[src/rtl/rail_pg_qualifier.sv]
module rail_pg_qualifier #(
  parameter int INV_TICKS         = 7,
  parameter int VALID_SHORT_TICKS = 10,
  parameter int VALID_LONG_TICKS  = 80,
  localparam int MAX_TICKS = (INV_TICKS > VALID_SHORT_TICKS) ?
                             ((INV_TICKS > VALID_LONG_TICKS) ? INV_TICKS : VALID_LONG_TICKS) :
                             ((VALID_SHORT_TICKS > VALID_LONG_TICKS) ? VALID_SHORT_TICKS : VALID_LONG_TICKS),
  localparam int CW = $clog2(MAX_TICKS + 1)
) (
  input  logic       clk,
  input  logic       rst_n,
  input  logic       tick,
  input  logic       rail_en,
  input  logic       uv,
  input  logic       ov,
  input  logic       ilim,
  input  logic       dvs_busy,
  input  logic [2:0] phase,
  input  logic       fault_pend,
  input  logic [1:0] mon_sel,
  input  logic       win_both,
  input  logic       slow_valid,
  output logic       good
);

  localparam logic [2:0] PH_RUN   = 3'd0;
  localparam logic [2:0] PH_SDLY  = 3'd1;
  localparam logic [2:0] PH_SOFT  = 3'd2;
  localparam logic [2:0] PH_RAMP  = 3'd3;
  localparam logic [2:0] PH_OFFD  = 3'd4;
  localparam logic [2:0] PH_RDOWN = 3'd5;

  logic          forced;
  logic          volt_ok, cur_ok, healthy;
  logic [CW-1:0] cnt, target;

  assign forced  = (mon_sel == 2'b00) || (!rail_en && !fault_pend);
  assign volt_ok = !uv && !(win_both && ov);
  assign cur_ok  = !(mon_sel[1] && ilim);

  always_comb begin
    case (phase)
      PH_SDLY, PH_SOFT, PH_RAMP: healthy = 1'b0;
      PH_OFFD, PH_RDOWN:         healthy = 1'b1;
      default:                   healthy = volt_ok && cur_ok && !dvs_busy;
    endcase
    if (fault_pend) healthy = 1'b0;
  end

  assign target = good       ? CW'(INV_TICKS) :
                  slow_valid ? CW'(VALID_LONG_TICKS) : CW'(VALID_SHORT_TICKS);

  always_ff @(posedge clk or negedge rst_n) begin
    if (!rst_n) begin
      good <= 1'b0;
      cnt  <= '0;
    end else if (forced) begin
      good <= 1'b1;
      cnt  <= '0;
    end else if (healthy == good) begin
      cnt  <= '0;
    end else if (tick) begin
      if (cnt + CW'(1) >= target) begin
        good <= ~good;
        cnt  <= '0;
      end else begin
        cnt  <= cnt + CW'(1);
      end
    end
  end

endmodule

[config.mk]
export PLATFORM = sky130hd
export DESIGN_NAME = rail_pg_qualifier
export DESIGN_NICKNAME = d
export VERILOG_FILES = /design/src/rtl/rail_pg_qualifier.sv
export SDC_FILE = /design/constraint.sdc
export NUM_CORES = 1
export LEC_CHECK = 0
export CAP_MARGIN = 40
export CORE_AREA = 2 2 39 41
export CTS_BUF_LIST = sky130_fd_sc_hd__clkbuf_2 sky130_fd_sc_hd__clkbuf_4 sky130_fd_sc_hd__clkbuf_8
export DETAILED_ROUTE_END_ITERATION = 10
export DIE_AREA = 0 0 41 43
export DONT_BUFFER_PORTS = 1
export PLACE_DENSITY_LB_ADDON = 0.1
export SYNTH_ARGS = -nofsm -noshare
export SYNTH_HDL_FRONTEND = slang
export SYNTH_SLANG_ARGS = --single-unit
[constraint.sdc]
create_clock -name clk -period 6.3 [get_ports clk]
set_clock_uncertainty 0.05 [all_clocks]
set_input_delay 0 -clock clk [delete_from_list [all_inputs] [get_ports clk]]
set_output_delay 0 -clock clk [all_outputs]
set_load 0.05 [all_outputs]
After elaboration in Yosys (flattened, before gate mapping) --
Index checks and enable logic that the tools add are counted.
Storage, ports and cells: bits in registers 8, bits of input ports 16
Cells by class: add/subtract/negate cells 1, order comparisons 1, equal/unequal tests 7, mux-type cells 12, bitwise operators 1, reduce and logical (&&, ||, !) cells 20
Operators by type and width (number):
- $mux W7 | 6
- $add A7 B1 Y7 const B | 1
- $ge A7 B7 Y1 | 1
- $eq A3 B2 Y1 const B | 2
- $eq A3 B3 Y1 const B | 2
- $logic_and A1 B1 Y1 | 6
- $logic_not A1 Y1 | 6
- $mux W1 | 5
- $reduce_bool A2 Y1 | 2
- $eq A3 B1 Y1 const B | 1
- $reduce_and A3 Y1 | 1
- $reduce_bool A3 Y1 | 1
- $reduce_or A3 Y1 | 1
- $logic_not A2 Y1 | 1
- $ne A2 B2 Y1 const B | 1
- $pmux W1 S2 | 1
- $reduce_or A2 Y1 | 1
- $eq A1 B1 Y1 | 1
- $logic_or A1 B1 Y1 | 1
- $not A1 Y1 | 1

Depth between registers and ports, before layout --
depth in word-level cells 10, gate-level depth with buffers 9

Least setup slack after synthesis --
No wires, ideal clock.
kind reg2reg, start reg cnt[0], end reg cnt[2], setup time 0.086 ns, arrival time 1.970 ns, data required time 6.164 ns, slack 4.194 ns, stages on the path, launching flop included 9, buffers on the path 0, period minus slack after synthesis 2.106 ns, cells stage by stage dfrtp_1 -> ha_1 -> and3_2 -> xor2_1 -> ha_1 -> a211oi_1 -> o221a_4 -> nor3b_4 -> nor3_1
Between the ends: word-level cells in the longest chain between the ends 6
Ends and longest elaborated chain:
- start, declared | RTL line 35 | logic [CW-1:0] cnt, target;
- start signal, assigned | RTL line 67 | cnt <= cnt + CW'(1);
- $add A7 B1 Y7 (*) | RTL line 63, 67
- $ge A7 B7 Y1 | RTL line 63 | if (cnt + CW'(1) >= target) begin
- $mux W7 (*) | RTL line 63
- $mux W7 (*) | RTL line 62 | end else if (tick) begin
- $mux W7 (*) | RTL line 60 | end else if (healthy == good) begin
- $mux W7 (*) | RTL line 57 | end else if (forced) begin
Mark *: on every way between the ends. The rest lies on a longest branch, timed or not. The select of a mux whose other input is x is not followed. A chain may end at the register's enable or synchronous reset.

Final worst setup path --
start reg cnt[0], end reg cnt[0]
Same word-level chain as after synthesis.

==> out/metrics.yaml <==
logic_synthesis:
  synth.avg_cell_area_sq_um: 9.125
  synthCells: 75
  synth_seq_area_share_pct: 29.25
  yosys_most_used_dff: "dfrtp_1"
  synth.top_cells.by_count: "dfrtp_1 (8), ha_1 (7), nand2_1 (7)"
  synth_async_sr_flop_share_pct: 100.0
  synth_top_area_cell: "dfrtp_1"
  synth_edf_count: 0
  synth_area_sq_um: 684.4
  synth_cell_type_count: 30
  ys_ff_latch: 8
  yosys-top-cells-area: "dfrtp_1 (29%), ha_1 (13%), xor2_1 (7.7%), nand2_1 (3.8%), a21oi_1 (3.7%)"
  yosysTopAreaCellShare_pct: 29.25
  yosysWarnings: 0
  synth.net_count: 98
  yosysMostFrequentCell: "dfrtp_1"
sta:
  holdWs_ns: 0.03952
  period_share_pct: 38.15
  slew_headroom_pct: 58.48
  setup_viol_count_final: 0
  fin_tns_setup_ns: 0
  drv_slew: 0
  timing.fmax_mhz: 416.1
  fin_ws_ns: 3.897
  tightest_slew_ns: 0.6227
  rsz0062_at_grt: "false"
  fin_crit_ns: 2.403
  hold_viol: 0
floorplan:
  die_w_um: 41
  rows: 14
  start_util_pct: 49.46
  core_area_sq_um: 1384
  num_io_pins: 17
  die_y_um: 43
  die_area_sq_um: 1763
critical_path:
  cp_data_arrival_time_ns: 2.52
  cp_cell_sequence: "ha_1 -> and3_2 -> nand3_1 -> xnor2_1 -> ha_1 -> a211oi_1 -> o221a_4 -> o21ai_0 -> a21oi_1"
  crit_buf_inv: 0
  path_max_fanout: 5
  r2r_cells: 9
  critPathMaxStageDelay_ns: 0.43
  start_kind: "register"
  critical_path.endpoint_type: "register"
  crit_family: "compound AO/OA/AOI/OAI gates"
  cp.depth: 9
  critPathSlowestCell: "dfrtp_1"
  critPathRequiredTime_ns: 6.42
  worstSetupPathType: "reg2reg"
  cp_common_cell: "ha_1"
final_layout:
  fin_cells: 100
  finalNetCount: 109
  stdcell_area_sq_um: 793.3
  antennaDiodeCount: 0
  final_layout_size_suffix_gt1_share_pct: 11.90
  syn_to_final_growth_pct: 15.91
  fillers: 131
power_and_ir_drop:
  swShare_pct: 26.36
  p_int_uw: 85.51
  combPwrFrac_pct: 18.4
  seqPwrFrac_pct: 48.2
  switchingPower_uw: 30.61
  p_leak_uw: 0.0003723
  clkPwrFrac_pct: 33.4
  p_per_area_nw_per_um2: 146.4
  vdd_drop_max_mv: 0.09451
grt:
  grtUsageMet3_pct: 9.424
  grt_use_met1_pct: 29.97
  grt_use_total_pct: 21.49
  grt_pass1_vias: 548
  grt_use_met2_pct: 29.69
  grt-busiest-layer: "met1"
  grt_max_degree: 11
  globalRouteOverflowTotal: 0
  grt_pass1_wl_um: 2442
  antenna_found_initial: 0
detailed_routing:
  via_count: 566
  drt_first_pass_iters: 3
  viasPerCell: 5.660
  post_drt_wl_per_cell_um: 13.89
  drt_iter0_markers: 8
  post-route-drc-count: 0
  routed_wl_um: 1389
  final_antenna_net_count: 0
clock_tree:
  clock-sinks: 8
  clockRootBuffer: "clkbuf_4"
  cts-resized-gates: 0
  cts_hold_buffers: 6
  cts_tree: "built"
  clk_latency_ns: 0.26
  htreeDepth: 1
  cts.clk_slew.worst_paths_ns: 0.06
  cts_buffers: 3
  post_cts_buffers: 0
  cts_max_path_buffers: 2
placement:
  gp_congestion: 0.7886
  pre_cts_ws_ns: 3.960
  dpl_cell_area_sq_um: 700.7
  numPortBuffers: 0
  hpwl_um: 1013
  placed_cells: 90
status:
  outcome: "completed"
min_path:
  min_path_type: "in2async"
run:
  max_cap_violations: 0
## cells by family (layout without fill, tap and decap cells)
logic type,after synthesis,in the layout,synth area share [%]
XOR/XNOR,7,7,8.958
adder cells (fa/ha/maj),7,7,12.80
buffers and inverters,3,12,1.645
multiplexers,1,1,1.463
AO/OA/AOI/OAI,19,19,19.56
AND/OR/NAND/NOR,30,30,26.33
flip-flops,8,8,29.25
## sequential cells by signal, summed over array words and instances, names as in the netlist
signal	count
good	1
cnt	7
## path summary, 6_finish.rpt
check	startpoint	end	slack, ns
setup reg to reg	cnt[0]	cnt[0]	3.90
max in group asynchronous	rst_n	cnt[2]	5.88
setup / recovery	cnt[0]	cnt[0]	3.90
min in group clk	tick	cnt[0]	0.06
hold reg to reg	cnt[6]	cnt[6]	0.51
hold / removal	rst_n	cnt[5]	0.04
## layout make-up
class | count | area (sq um) | share of cell area (%)
inverter | 2 | 7.507 | 0.9464
timing repair buffer | 7 | 70.07 | 8.833
tap | 16 | 20.02 | 2.524
multi-input combinational | 64 | 473.0 | 59.62
clock buffer | 3 | 22.52 | 2.839
sequential | 8 | 200.2 | 25.24
## cells in the final DEF (no fill, tap or decap), drive strengths merged, types with 2 or more instances in the layout
cell / n
a211oi: 2
a21oi: 5
ha: 7
a21o: 2
nor2b: 2
o211ai: 2
a31oi: 2
inv: 2
dlygate4sd3: 7
nand2: 7
dfrtp: 8
o21ai: 2
nor3: 3
and3: 3
xor2: 6
nor2: 5
clkbuf: 3
nand2b: 4
## power by group through the flow
stage,clock (uW),combinational [uW],sequential [uW]
6_report,38.8,21.3,56.0
5_1_grt,45.0,24.6,56.2
4_1_cts,40.6,20.6,55.9
3_5_place_dp,0,15.5,56.8
3_3_place_gp,0,15.4,56.8
2_1_floorplan,0,13.1,56.1
## metal layers
| metal | vias up | wire (um) |
|---|---|---|
| met5 | - | 0 |
| met4 | 0 | 0 |
| met3 | 0 | 44 |
| met2 | 8 | 720 |
| met1 | 259 | 624 |
| li1 | 299 | - |
## through the flow
| step | utilization (%) | total power (uW) |
|---|---|---|
| after floorplan | - | 69.25 |
| after global placement | 50.63 | 72.19 |
| after detailed placement | 50.63 | 72.32 |
| after CTS | 56.60 | 117.2 |
| after global routing | 57.32 | 125.8 |
| final | 57.32 | 116.1 |
(Power assumes the default switching activity.)
